<file path="config.mk">
export PLATFORM = sky130hd
export DESIGN_NAME = shared_pool_alloc
export DESIGN_NICKNAME = d
export VERILOG_FILES = /design/src/rtl/pool_alloc_pkg.sv /design/src/rtl/pool_alloc_ctrl.sv /design/src/rtl/pool_alloc_datapath.sv /design/src/rtl/shared_pool_alloc.sv
export SDC_FILE = /design/constraint.sdc
export NUM_CORES = 1
export LEC_CHECK = 0
export ABC_AREA = 0
export BUFFER_PORTS_ARGS = -buffer_cell sky130_fd_sc_hd__buf_2
export CORE_UTILIZATION = 39
export CTS_CLUSTER_SIZE = 40
export DETAILED_ROUTE_END_ITERATION = 10
export MAX_ROUTING_LAYER = met4
export PLACE_DENSITY = 0.56
export SETUP_SLACK_MARGIN = 0.02
export SLEW_MARGIN = 20
export SYNTH_ARGS = -nofsm -noshare
export SYNTH_HDL_FRONTEND = slang
export SYNTH_SLANG_ARGS = --single-unit
export TNS_END_PERCENT = 5
</file>
<file path="constraint.sdc">
create_clock -name clk -period 18.6 [get_ports clk]
set_input_delay 2.79 -clock clk [delete_from_list [all_inputs] [get_ports clk]]
set_output_delay 2.79 -clock clk [all_outputs]
set_load 0.02 [all_outputs]
</file>
<file path="src/rtl/pool_alloc_pkg.sv">
package pool_alloc_pkg;
  typedef enum logic [1:0] {
    OWN_NONE = 2'd0,
    OWN_RX   = 2'd1,
    OWN_TX   = 2'd2
  } owner_e;

  // engine quotas handed from control to datapath
  typedef struct packed {
    logic [7:0] rxNum;
    logic [7:0] txNum;
  } plan_t;

  localparam logic [31:0] COUNT_RESET = {8'd13, 8'd15, 8'd28, 8'd28};
  localparam logic [31:0] SHARED_CODE = 32'd2;
endpackage

</file>
<file path="src/rtl/pool_alloc_ctrl.sv">
module pool_alloc_ctrl
  import pool_alloc_pkg::*;
#(
  parameter int NUM_ENG = 28,
  parameter int ADDR_W = 16,
  parameter logic [ADDR_W-1:0] MODE_ADDR = 16'h260C,
  parameter logic [ADDR_W-1:0] COUNT_ADDR = 16'h2664
) (
  input  logic              clk,
  input  logic              rstN,
  input  logic              regWrEn,
  input  logic [ADDR_W-1:0] regAddr,
  input  logic [31:0]       regWrData,
  output logic [31:0]       regRdData,
  input  logic              rdActive,
  input  logic              wrActive,
  output plan_t             plan
);
  localparam int HALF = NUM_ENG / 2;
  localparam logic [7:0] ENG8 = 8'(NUM_ENG);
  localparam logic [7:0] HALF8 = 8'(HALF);

  logic [31:0] modeReg;
  logic [31:0] countReg;
  logic        isShared;

  always_ff @(posedge clk) begin
    if (!rstN) begin
      modeReg  <= '0;
      countReg <= COUNT_RESET;
    end else if (regWrEn) begin
      if (regAddr == MODE_ADDR)  modeReg  <= regWrData;
      if (regAddr == COUNT_ADDR) countReg <= regWrData;
    end
  end

  always_comb begin
    if (regAddr == MODE_ADDR)       regRdData = modeReg;
    else if (regAddr == COUNT_ADDR) regRdData = countReg;
    else                            regRdData = '0;
  end

  function automatic logic [7:0] clampEng(input logic [7:0] v);
    return (v > ENG8) ? ENG8 : v;
  endfunction

  assign isShared = (modeReg == SHARED_CODE);

  logic [7:0] bothRx, bothTx;
  logic [8:0] bothSum;

  always_comb begin
    bothRx  = clampEng(countReg[23:16]);
    bothTx  = clampEng(countReg[31:24]);
    bothSum = {1'b0, bothRx} + {1'b0, bothTx};
    if (bothSum > {1'b0, ENG8}) bothTx = ENG8 - bothRx;
  end

  always_comb begin
    if (!isShared) begin
      plan.rxNum = HALF8;
      plan.txNum = ENG8 - HALF8;
    end else begin
      unique case ({rdActive, wrActive})
        2'b10:   begin plan.rxNum = clampEng(countReg[7:0]); plan.txNum = '0; end
        2'b01:   begin plan.rxNum = '0; plan.txNum = clampEng(countReg[15:8]); end
        2'b11:   begin plan.rxNum = bothRx; plan.txNum = bothTx; end
        default: begin plan.rxNum = '0; plan.txNum = '0; end
      endcase
    end
  end

  // writes to unmapped offsets leave both registers untouched
  p_unmapped_ignored_r2: assert property (@(posedge clk) disable iff (!rstN)
    (regWrEn && regAddr != MODE_ADDR && regAddr != COUNT_ADDR)
      |=> ($stable(modeReg) && $stable(countReg)));

  // a non-shared mode value yields the fixed split whatever the activity
  p_static_split_r4: assert property (@(posedge clk) disable iff (!rstN)
    (regWrEn && regAddr == MODE_ADDR && regWrData != SHARED_CODE)
      |=> (plan.rxNum == HALF8 && plan.txNum == ENG8 - HALF8));

  // the quota never exceeds the pool
  p_quota_fits_r9: assert property (@(posedge clk) disable iff (!rstN)
    ({1'b0, plan.rxNum} + {1'b0, plan.txNum}) <= {1'b0, ENG8});
endmodule

</file>
<file path="src/rtl/pool_alloc_datapath.sv">
module pool_alloc_datapath
  import pool_alloc_pkg::*;
#(
  parameter int NUM_ENG = 28,
  parameter int CNT_W = $clog2(NUM_ENG + 1)
) (
  input  logic                 clk,
  input  logic                 rstN,
  input  plan_t                plan,
  input  logic [NUM_ENG-1:0]   engBusy,
  output logic [2*NUM_ENG-1:0] engOwner,
  output logic [CNT_W-1:0]     rxCount,
  output logic [CNT_W-1:0]     txCount
);
  localparam int HALF = NUM_ENG / 2;

  owner_e ownerQ [NUM_ENG];
  owner_e target [NUM_ENG];

  for (genvar i = 0; i < NUM_ENG; i++) begin : g_eng
    localparam owner_e RST_OWN = (i < HALF) ? OWN_RX : OWN_TX;

    always_comb begin
      if (9'(i) < {1'b0, plan.rxNum})
        target[i] = OWN_RX;
      else if (9'(i) >= 9'(NUM_ENG) - {1'b0, plan.txNum})
        target[i] = OWN_TX;
      else
        target[i] = OWN_NONE;
    end

    always_ff @(posedge clk) begin
      if (!rstN)           ownerQ[i] <= RST_OWN;
      else if (!engBusy[i]) ownerQ[i] <= target[i];
    end

    assign engOwner[2*i +: 2] = ownerQ[i];

    // a busy engine keeps its owner across the edge
    p_busy_holds_r11: assert property (@(posedge clk) disable iff (!rstN)
      engBusy[i] |=> (ownerQ[i] == $past(ownerQ[i])));
  end

  always_comb begin
    rxCount = '0;
    txCount = '0;
    for (int k = 0; k < NUM_ENG; k++) begin
      if (ownerQ[k] == OWN_RX) rxCount = rxCount + CNT_W'(1);
      if (ownerQ[k] == OWN_TX) txCount = txCount + CNT_W'(1);
    end
  end

  // the two sets stay disjoint, so their sizes fit in the pool
  p_counts_fit_r10: assert property (@(posedge clk) disable iff (!rstN)
    ({1'b0, rxCount} + {1'b0, txCount}) <= (CNT_W + 1)'(NUM_ENG));

  // an empty quota with no busy engine leaves both counts at zero
  p_idle_empty_r8: assert property (@(posedge clk) disable iff (!rstN)
    (plan.rxNum == 8'd0 && plan.txNum == 8'd0 && engBusy == '0)
      |=> (rxCount == '0 && txCount == '0));
endmodule

</file>
<file path="src/rtl/shared_pool_alloc.sv">
module shared_pool_alloc
  import pool_alloc_pkg::*;
#(
  parameter int NUM_ENG = 28,
  parameter int ADDR_W = 16,
  parameter int CNT_W = $clog2(NUM_ENG + 1)
) (
  input  logic                 clk,
  input  logic                 rstN,
  input  logic                 regWrEn,
  input  logic [ADDR_W-1:0]    regAddr,
  input  logic [31:0]          regWrData,
  output logic [31:0]          regRdData,
  input  logic                 rdActive,
  input  logic                 wrActive,
  input  logic [NUM_ENG-1:0]   engBusy,
  output logic [2*NUM_ENG-1:0] engOwner,
  output logic [CNT_W-1:0]     rxCount,
  output logic [CNT_W-1:0]     txCount
);
  plan_t plan;

  pool_alloc_ctrl #(.NUM_ENG(NUM_ENG), .ADDR_W(ADDR_W)) u_ctrl (
    .clk(clk), .rstN(rstN), .regWrEn(regWrEn), .regAddr(regAddr),
    .regWrData(regWrData), .regRdData(regRdData),
    .rdActive(rdActive), .wrActive(wrActive), .plan(plan)
  );

  pool_alloc_datapath #(.NUM_ENG(NUM_ENG), .CNT_W(CNT_W)) u_dp (
    .clk(clk), .rstN(rstN), .plan(plan), .engBusy(engBusy),
    .engOwner(engOwner), .rxCount(rxCount), .txCount(txCount)
  );
endmodule

</file>
## Yosys cells after proc, flatten, opt, wreduce, memory -nomap -nowiden

Memories as Yosys holds them, arrays and structs flattened.
Cells that the tools add are included.

- Register bits after elaboration: 64
- Bits in writable memories: 56
- Input bits: 81
- Memories: 1

- $add $sub $neg: 57
- Magnitude comparators: 61
- Equal/unequal tests: 62
- Muxes and demuxes: 234
- Bitwise logic cells: 28
- Reduce and logical (&&, ||, !) cells: 2

Memory list:

| memory | words | width | rd ports | clocked after memory_dff | write ports | line | text |
|---|---|---|---|---|---|---|---|
| u_dp.ownerQ | 28 | 2 | 28 | 0 | 28 | pool_alloc_datapath.sv:17 | `owner_e ownerQ [NUM_ENG];` |

Operator list:

| operator | count |
|---|---|
| $mux 5 | 54 |
| $add 5x1->5 const B | 52 |
| $mux 2 | 84 |
| $ge 5x9->1 const A | 12 |
| $lt 5x8->1 const A | 12 |
| $mux 1 | 87 |
| $ge 4x9->1 const A | 8 |
| $lt 4x8->1 const A | 8 |
| $mux 32 | 2 |
| $eq 2x2->1 const B | 30 |
| $eq 2x1->1 const B | 29 |
| $pmux 16 s3 | 1 |
| $mux 8 | 5 |
| $ge 3x9->1 const A | 4 |
| $eq 16x14->1 const B | 2 |
| $eq 32x2->1 const B | 1 |
| $gt 8x5->1 const B | 4 |
| $lt 3x8->1 const A | 4 |
| $or 1x1->1 | 28 |
| $ge 1x9->1 const A | 2 |
| $ge 2x9->1 const A | 2 |
| $lt 1x8->1 const A | 2 |
| $lt 2x8->1 const A | 2 |
| $mux 16 | 1 |
| 6 further kinds | 8 |

## Logic depth before layout (Yosys ltp)

Gate-level depths: netlist (run 1).
An unclocked memory read counts as a cell.

- Word-level depth: 57
- Gate-level depth with buffers: 80
- Mapped depth without buffers: 80

## By module

A second synthesis (run 1) with hierarchy kept.

- Cells, all modules: 1,682
- Area, all modules: 13,410.4 µm²

Modules (own cells, without submodules):

| module | instances | cells an instance | area an instance (µm²) | sequential area each (µm²) |
|---|---|---|---|---|
| pool_alloc_datapath | 1 | 1,234 | 9,841.9 | 1,681.6 |
| pool_alloc_ctrl | 1 | 448 | 3,568.4 | 1,281.2 |

## Least setup slack after synthesis (run 1)

No wires, ideal clock.

- Kind: register to output
- Start: memory u_dp.ownerQ[0][3] (netlist name)
- End: output rxCount[4]
- Arrival time: 14.213 ns
- Data required time: 15.810 ns
- Setup slack: 1.597 ns
- Cell stages (with the launch flop): 79
- Path buffers: 1
- Path through: edfxtp_1 nor2b_1 ha_1 buf_2 xnor2_1 ha_1 inv_1 xnor3_1 nor2_1 a211oi_1 nor2_1 ha_1 and3b_1 a31oi_1 o31ai_1 xor2_1 o22ai_1 inv_1 (+43 left out) ha_1 mux2i_1 xnor2_1 mux2_2 ha_1 o22ai_1 a21oi_1 xor2_1 nand2_1 o31ai_1 ha_1 o22ai_1 inv_1 ha_1 nand2_1 or4_1 mux2i_1 xnor3_1

RTL lines:

| element | line | text |
|---|---|---|
| start: declaration | pool_alloc_datapath.sv:17 |  |
| end: declaration | shared_pool_alloc.sv:18 | `output logic [CNT_W-1:0] rxCount,` |

==> out/metrics.yaml, run 1 <==
worst_setup_path:
  crit_path_max_incr_delay_ns: 0.54
  worstPathArrival_ns: 14.89
  setup.worst_path.end_class: "primary output"
  critPathMostFrequentCell: "sky130_fd_sc_hd__ha_1"
  crit_required_ns: 15.81
  path_max_fanout: 5
  timing.setup.critical_path_class: "reg2out"
  cp_slowest_cell: "sky130_fd_sc_hd__or4_1"
  type_of_origin_of_the_critical_path: "register"
clock_tree:
  clkLatencyLatePin_ns: 0.41
  maximum_buffer_depth_of_the_clock_tree: 2
  cts_htree_levels: 4
  clock_sinks: 120
  cts_tree: "yes"
  cts_root_buf: "sky130_fd_sc_hd__clkbuf_16"
  cts_buffers: 17
  clk_transition_reported_paths_ns: 0.05
sta:
  worstMarginPinSlew_ns: 1.018
  rsz_0062_raised_after_global_routing: "true"
  layout_worst_path_cycle_share: 0.9503
  period_needed_ns: 17.68
  worst_relative_slew_slack: 0.3189
  finClkSkew_ns: 0.007721
  final-hold-violation-count: 0
  count_of_final_max_slew_check_failures: 0
  final-setup-viol-count: 0
  finalSetupTns_ns: 0
  maxClockFrequency_ghz: 0.05657
pwr:
  power.density_cell_area_nw_per_um2: 148.4
  cellLeakagePower_uw: 0.006872
  vdd.ir_drop.worst_uv: 164.6
  post-layout-total-power_uw: 2494
synthesis:
  yosysTopAreaCellShare: 0.1168
  synth.area.top_cells: "sky130_fd_sc_hd__edfxtp_1 12%, sky130_fd_sc_hd__xnor2_1 9.2%, sky130_fd_sc_hd__dfxtp_1 8.9%, sky130_fd_sc_hd__nand2_1 7.4%, sky130_fd_sc_hd__ha_1 5.8%"
  synth-async-reset-ratio: 0
  synth.yosys.seq_area_share: 0.2058
  yosysUniqueCellTypes: 92
  syn_area_um2: 14400
  synth-main-ff-cell: "sky130_fd_sc_hd__dfxtp_1"
  synth-edff-count: 56
  synthesis.instances: 1823
  yosys_register_bits: 120
  syn_avg_cell_area_um2: 7.897
  synthesis.yosys.warnings: 0
  synth_top_cell_by_area: "sky130_fd_sc_hd__edfxtp_1"
routing:
  first_pass_iters: 5
  finalWirelength_um: 42670
  drc_errors: 0
  dr_total_vias: 13710
  average_vias_per_placed_instance: 5.560
  drtIter0Drc: 652
  number_of_routed_nets_with_antenna_violations: 0
  detail_route.wl_per_cell_um: 17.30
global_route:
  grt_antenna_before_repair: 6
  grt_remaining_overflow: 0
  first_pass_grt_wire_length_um: 68120
  via_count_of_the_first_global_routing_pass: 13130
  grt_max_degree: 54
  grt_util_all_layers: 0.2270
die:
  floorplan.initialDensity: 0.3951
  dieArea_um2: 37690
  core.rowCount: 70
  fp.coreArea_um2: 36430
  top_level_ports: 179
  dieWidth_um: 194.1
  chipHeight_um: 194.1
hold_path:
  worst_hold_path_type: "reg2reg"
placed_design:
  dp_hpwl_um: 33270
  gp_congestion: 0.9378
  placement.io_buffers: 178
  dp_area_um2: 15670
cells_and_area:
  fin_nets: 2128
  areaGrowthSynthToFinish_pct: 16.72
  layout.cell_area.non_filler_um2: 16800
  final_cell_mix: "282 x sky130_fd_sc_hd__nand2_1, 178 x sky130_fd_sc_hd__buf_2, 146 x sky130_fd_sc_hd__nor2_1"
  layout_cell_share_with_drive_strength_beyond_1: 0.1822
  finalCoreUtilization: 0.4612
  final_common_cell: "sky130_fd_sc_hd__nand2_1"
flow_run:
  max_cap_violations: 0
run_status:
  run_status: "finished clean"
synthesized netlist by cell type (all sizes together) (48+ instances only):
master / n
nand2: 283
xnor2: 172
a21oi: 78
xor2: 48
a21boi: 54
nand3: 48
nor3: 53
edfxtp: 56
dfxtp: 64
nand2b: 50
inv: 63
nor2: 146
o21ai: 66
ha: 67
nor2b: 65
clkbuf: 65
critical path: cells and delay by family, from the launching register on:
kind | cells | cell delay (ns)
muxes | 5 | 1.04
AOI/OAI and AO/OA | 26 | 3.97
xor gates and xnor gates | 13 | 2.22
buffers and inverters | 5 | 0.55
and+or+nand+nor | 16 | 2.41
DFF | 1 | 0.45
adders and majority gates | 14 | 3.81
timing repair:
| action | 4_1_cts | 5_1_grt |
|---|---|---|
| gates cloned | 0 | 0 |
| resized for setup | 7 | 63 |
| hold buffers | 0 | 0 |
| buffers inserted | 0 | 19 |
| pin swaps | 0 | 21 |
| setup endpoints to repair | 1 | 8 |
cell type report:
cell class	instances	area, µm²
inverter	63	244.0
sequential	120	2963
tap	468	585.6
fill	3611	19630
timing repair buffer	209	1124
clock buffer	26	541.8
antenna	6	15.01
clock inverter	6	81.33
multi-input combinational	1568	11250
where the power goes:
part / total (µW) / switching (µW) / leakage, µW / internal [µW]
Sequential: 283 / 4.77 / 0.00103 / 278
Combinational: 1870 / 1010 / 0.00553 / 862
Clock: 344 / 117 / 0.000311 / 227
Total: 2490 / 1130 / 0.00687 / 1370
final timing paths:
| check | from | end | slack [ns] | depth (start not counted) |
|---|---|---|---|---|
| worst max-delay path | u_dp.ownerQ[0][3] | rxCount[4] | 0.92 | 79 |
| worst min-delay path | u_ctrl.countReg[23] | u_ctrl.countReg[23] | 0.47 | 2 |
| worst max register to register | u_ctrl.countReg[21] | u_dp.ownerQ[0][1] | 12.27 | 22 |
| worst min register to register | u_ctrl.countReg[23] | u_ctrl.countReg[23] | 0.47 | 2 |
registers in the layout (all words and copies together) (netlist names):
| register | cells |
|---|---|
| u_dp.ownerQ | 56 |
| u_ctrl.countReg | 32 |
| u_ctrl.modeReg | 32 |
kinds of logic (layout without fill, tap and decap cells):
group | Yosys count | count (layout) | share of synthesized area
xor+xnor | 251 | 251 | 0.2026
flops | 120 | 120 | 0.2058
simple gates | 799 | 799 | 0.2725
other cells | 1 | 12 | 0.0002605
buf+inv | 140 | 304 | 0.03928
mux | 27 | 27 | 0.01947
fa+ha+maj | 69 | 69 | 0.06032
compound gates | 416 | 416 | 0.1998
metrics by stage:
stage	cells	setup WS, ns	hold slack [ns]
floorplan	1828	1.597	0.4509
global placement	2409	0.6520	0.4616
detailed placement	2409	0.1064	0.4728
CTS	2441	0.08697	0.4758
global route	2466	-0.05860	0.5063
finish	2466	0.9242	0.4717
metal layers:
layer | up-vias | GRT usage | wire length (µm)
met2 | 398 | 0.3830 | 20600
met5 | - | - | 0
li1 | 6836 | - | -
met4 | 0 | 0.07055 | 1069
met1 | 6416 | 0.2799 | 18970
met3 | 60 | 0.03114 | 2044
No activity file was read; power rests on OpenSTA's default activity.
==> run 2: changes to the inputs <==
--- a/config.mk
+++ b/config.mk
@@ -11,7 +11,7 @@
 export CTS_CLUSTER_SIZE = 40
 export DETAILED_ROUTE_END_ITERATION = 10
 export MAX_ROUTING_LAYER = met4
-export PLACE_DENSITY = 0.56
+export PLACE_DENSITY = 0.59
 export SETUP_SLACK_MARGIN = 0.02
 export SLEW_MARGIN = 20
 export SYNTH_ARGS = -nofsm -noshare
==> constraint.sdc (replaced) <==
create_clock -name clk -period 16 [get_ports clk]
set_input_delay 2.4 -clock clk [delete_from_list [all_inputs] [get_ports clk]]
set_output_delay 2.4 -clock clk [all_outputs]
set_load 0.02 [all_outputs]
==> run 2 against run 1 <==
  * Final cell count up 7.5%
  * Non-clock buffer count is 187 higher
  * The run now ends with setup timing left
  * Global-route usage up 1.0 points
  * Critical endpoint unchanged
  * Sequential power rose by 16%
==> out/metrics.yaml, run 2 (synthesized netlist as in run 1, its figures left out) <==
run_status:
  run_status: "complete, but fails checks"
  failed_checks: "setup timing"
sta:
  rsz_0062_raised_after_global_routing: "true"
  final-setup-viol-count: 7  # +7
  maxClockFrequency_ghz: 0.05971
  finClkSkew_ns: 0.007937  # +0.0002159 ns
  layout_setup_ws_ns: -0.7486  # -1.673 ns
  whs_ns: 0.4737  # +0.002017 ns
  layout_worst_path_cycle_share: 1.047
  worst_relative_slew_slack: 0.2985  # -0.02036
  count_of_final_max_slew_check_failures: 0  # unchanged
  worstMarginPinSlew_ns: 1.050  # +0.03214 ns
  final-hold-violation-count: 0  # unchanged
  period_needed_ns: 16.75
clock_tree:
  cts_hold_repair.buffers: 0  # unchanged
  clock_sinks: 120  # unchanged
  cts_root_buf: "sky130_fd_sc_hd__clkbuf_16"
  maximum_buffer_depth_of_the_clock_tree: 2  # unchanged
  cts_htree_levels: 4  # unchanged
  cts_tree: "yes"
  clk_transition_reported_paths_ns: 0.05  # about the same
  cts_buffers: 17  # unchanged
  clkLatencyLatePin_ns: 0.42  # about the same
die:
  core.rowCount: 70  # unchanged
  chipHeight_um: 194.1  # unchanged
  top_level_ports: 179  # unchanged
  dieWidth_um: 194.1  # unchanged
  fp.coreArea_um2: 36430  # unchanged
  dieArea_um2: 37690  # unchanged
  floorplan.initialDensity: 0.3951  # unchanged
global_route:
  grt_max_degree: 81  # +50%
  grt_antenna_before_repair: 5  # -1
  grt_util_all_layers: 0.2373  # +0.01028
  grt_remaining_overflow: 0  # unchanged
  first_pass_grt_wire_length_um: 71170  # +4.5%
  via_count_of_the_first_global_routing_pass: 14010  # +6.7%
routing:
  number_of_routed_nets_with_antenna_violations: 0  # unchanged
  drtIter0Drc: 937  # +44%
  drc_errors: 0  # unchanged
  route.top_layer_used: "met4"
  routed-wl-met2_um: 22170  # +7.6%
  finalWirelength_um: 44830  # +5.1%
  detailroute.wirelength.met3_um: 2154  # +5.4%
  detail_route.wl_per_cell_um: 16.91  # -2.3%
  average_vias_per_placed_instance: 5.457  # -1.9%
  first_pass_iters: 5  # unchanged
  dr_total_vias: 14470  # +5.6%
  detail_route.wirelength.met1_um: 19380  # +2.2%
cells_and_area:
  largest_register_ffs: 56  # unchanged
  final_common_cell: "sky130_fd_sc_hd__nand2_1"
  final_cell_mix: "279 x sky130_fd_sc_hd__nand2_1, 218 x sky130_fd_sc_hd__buf_4, 174 x sky130_fd_sc_hd__buf_2"
  largest_registers: "u_dp.ownerQ x56, u_ctrl.countReg x32, u_ctrl.modeReg x32"
  layout.cell_area.non_filler_um2: 18450  # +9.8%
  largest_register_by_flop_count: "u_dp.ownerQ"
  layout_cell_share_with_drive_strength_beyond_1: 0.2712  # +0.08900
  fin_nets: 2315  # +8.8%
  areaGrowthSynthToFinish_pct: 28.12
worst_setup_path:
  critical_path.top_delay_family: "buffers and inverters"
  cp_slowest_cell: "sky130_fd_sc_hd__edfxtp_1"
  crit_required_ns: 13.60  # -2.21 ns
  type_of_origin_of_the_critical_path: "register"
  setup.worst_path.end_class: "primary output"
  timing.critical_path.buf_inv: 37  # +32
  timing.setup.critical_path_class: "reg2out"
  path_max_fanout: 4  # -1
  critPathMostFrequentCell: "sky130_fd_sc_hd__buf_4"
  crit_path_max_incr_delay_ns: 0.47  # -0.07 ns
  worstPathArrival_ns: 14.35  # -0.54 ns
pwr:
  power.density_cell_area_nw_per_um2: 197.1  # +33%
  vdd.ir_drop.worst_uv: 143.0  # -13%
  cellLeakagePower_uw: 0.007817  # +14%
placed_design:
  dp_hpwl_um: 33820  # +1.7%
  gp_congestion: 0.9440  # +0.66%
  dp_area_um2: 16480  # +5.2%
  placement.io_buffers: 178  # unchanged
flow_run:
  max_cap_violations: 0  # unchanged
hold_path:
  worst_hold_path_type: "reg2reg"
-- run 2: path summary, 6_finish.rpt --
kind                  startpoint                 end  slack (ns)  cells past startpoint
min reg2reg   u_ctrl.countReg[6]  u_ctrl.countReg[6]        0.47                      2
max reg2reg  u_ctrl.countReg[21]  u_dp.ownerQ[1][13]        9.69                     23
min           u_ctrl.countReg[6]  u_ctrl.countReg[6]        0.47                      2
max            u_dp.ownerQ[0][3]          rxCount[4]       -0.75                     83
-- run 2: per-stage QoR --
stage          utilization  setup TNS, ns  cells  setup slack [ns]  power, µW
2_1_floorplan            -              0   1828           0.04558       2004
3_3_place_gp        0.4524        -0.1339   2508          -0.06115       2524
3_5_place_dp        0.4524         -1.060   2508           -0.4042       2556
4_1_cts             0.4912         -1.360   2626           -0.4897       3317
5_1_grt             0.5063         -9.210   2652            -1.585       3879
6_report            0.5063         -2.256   2652           -0.7486       3635
-- run 2: layer usage --
layer | track usage | vias up
met5 | - | -
met3 | 0.03601 | 76
met4 | 0.08054 | 0
li1 | - | 7184
met1 | 0.2835 | 6830
met2 | 0.4058 | 381
-- run 2: final cells by class --
| type | instances | area (µm²) |
|---|---|---|
| Clock buffer | 24 | 493.0 |
| Clock inverter | 8 | 67.56 |
| Sequential cell | 120 | 2963 |
| Multi-Input combinational cell | 1568 | 11530 |
| Timing Repair Buffer | 396 | 2552 |
| Antenna cell | 5 | 12.51 |
| Tap cell | 468 | 585.6 |
| Fill cell | 3464 | 17990 |
| Inverter | 63 | 244.0 |
-- run 2: timing repair --
item                                    CTS  global route
pin swaps                                44            60
endpoints found under the setup margin    8             8
endpoints found under the hold margin     0             0
setup buffers                            86            21
resized for setup                        44            68
-- run 2: power by group --
part	internal (µW)	switching [µW]	total [µW]	leakage (µW)
combinational	1560	1390	2940	0.00650
sequential	324	5.22	329	0.00103
clock	230	134	363	0.000284
total	2110	1530	3630	0.00782
-- run 2: worst register-to-register path, stage by stage (launching register included) --
cell and delay [ns]:
sky130_fd_sc_hd__dfxtp_1 0.32, sky130_fd_sc_hd__or3_1 0.47, sky130_fd_sc_hd__a31oi_1 0.33, sky130_fd_sc_hd__nand2_1 0.15, sky130_fd_sc_hd__inv_1 0.10, sky130_fd_sc_hd__ha_1 0.18, sky130_fd_sc_hd__inv_1 0.06, sky130_fd_sc_hd__fa_1 0.48
sky130_fd_sc_hd__inv_1 0.04, sky130_fd_sc_hd__o221ai_1 0.22, sky130_fd_sc_hd__nor2_1 0.06, sky130_fd_sc_hd__o21a_1 0.18, sky130_fd_sc_hd__o22ai_1 0.14, sky130_fd_sc_hd__o2111ai_1 0.37, sky130_fd_sc_hd__mux2_2 0.41, sky130_fd_sc_hd__a22o_1 0.17
sky130_fd_sc_hd__a21oi_1 0.44, sky130_fd_sc_hd__ha_1 0.36, sky130_fd_sc_hd__xnor2_1 0.48, sky130_fd_sc_hd__nand2b_1 0.33, sky130_fd_sc_hd__a21oi_1 0.26, sky130_fd_sc_hd__o21ai_0 0.15, sky130_fd_sc_hd__a311oi_1 0.31, sky130_fd_sc_hd__nor2_1 0.07
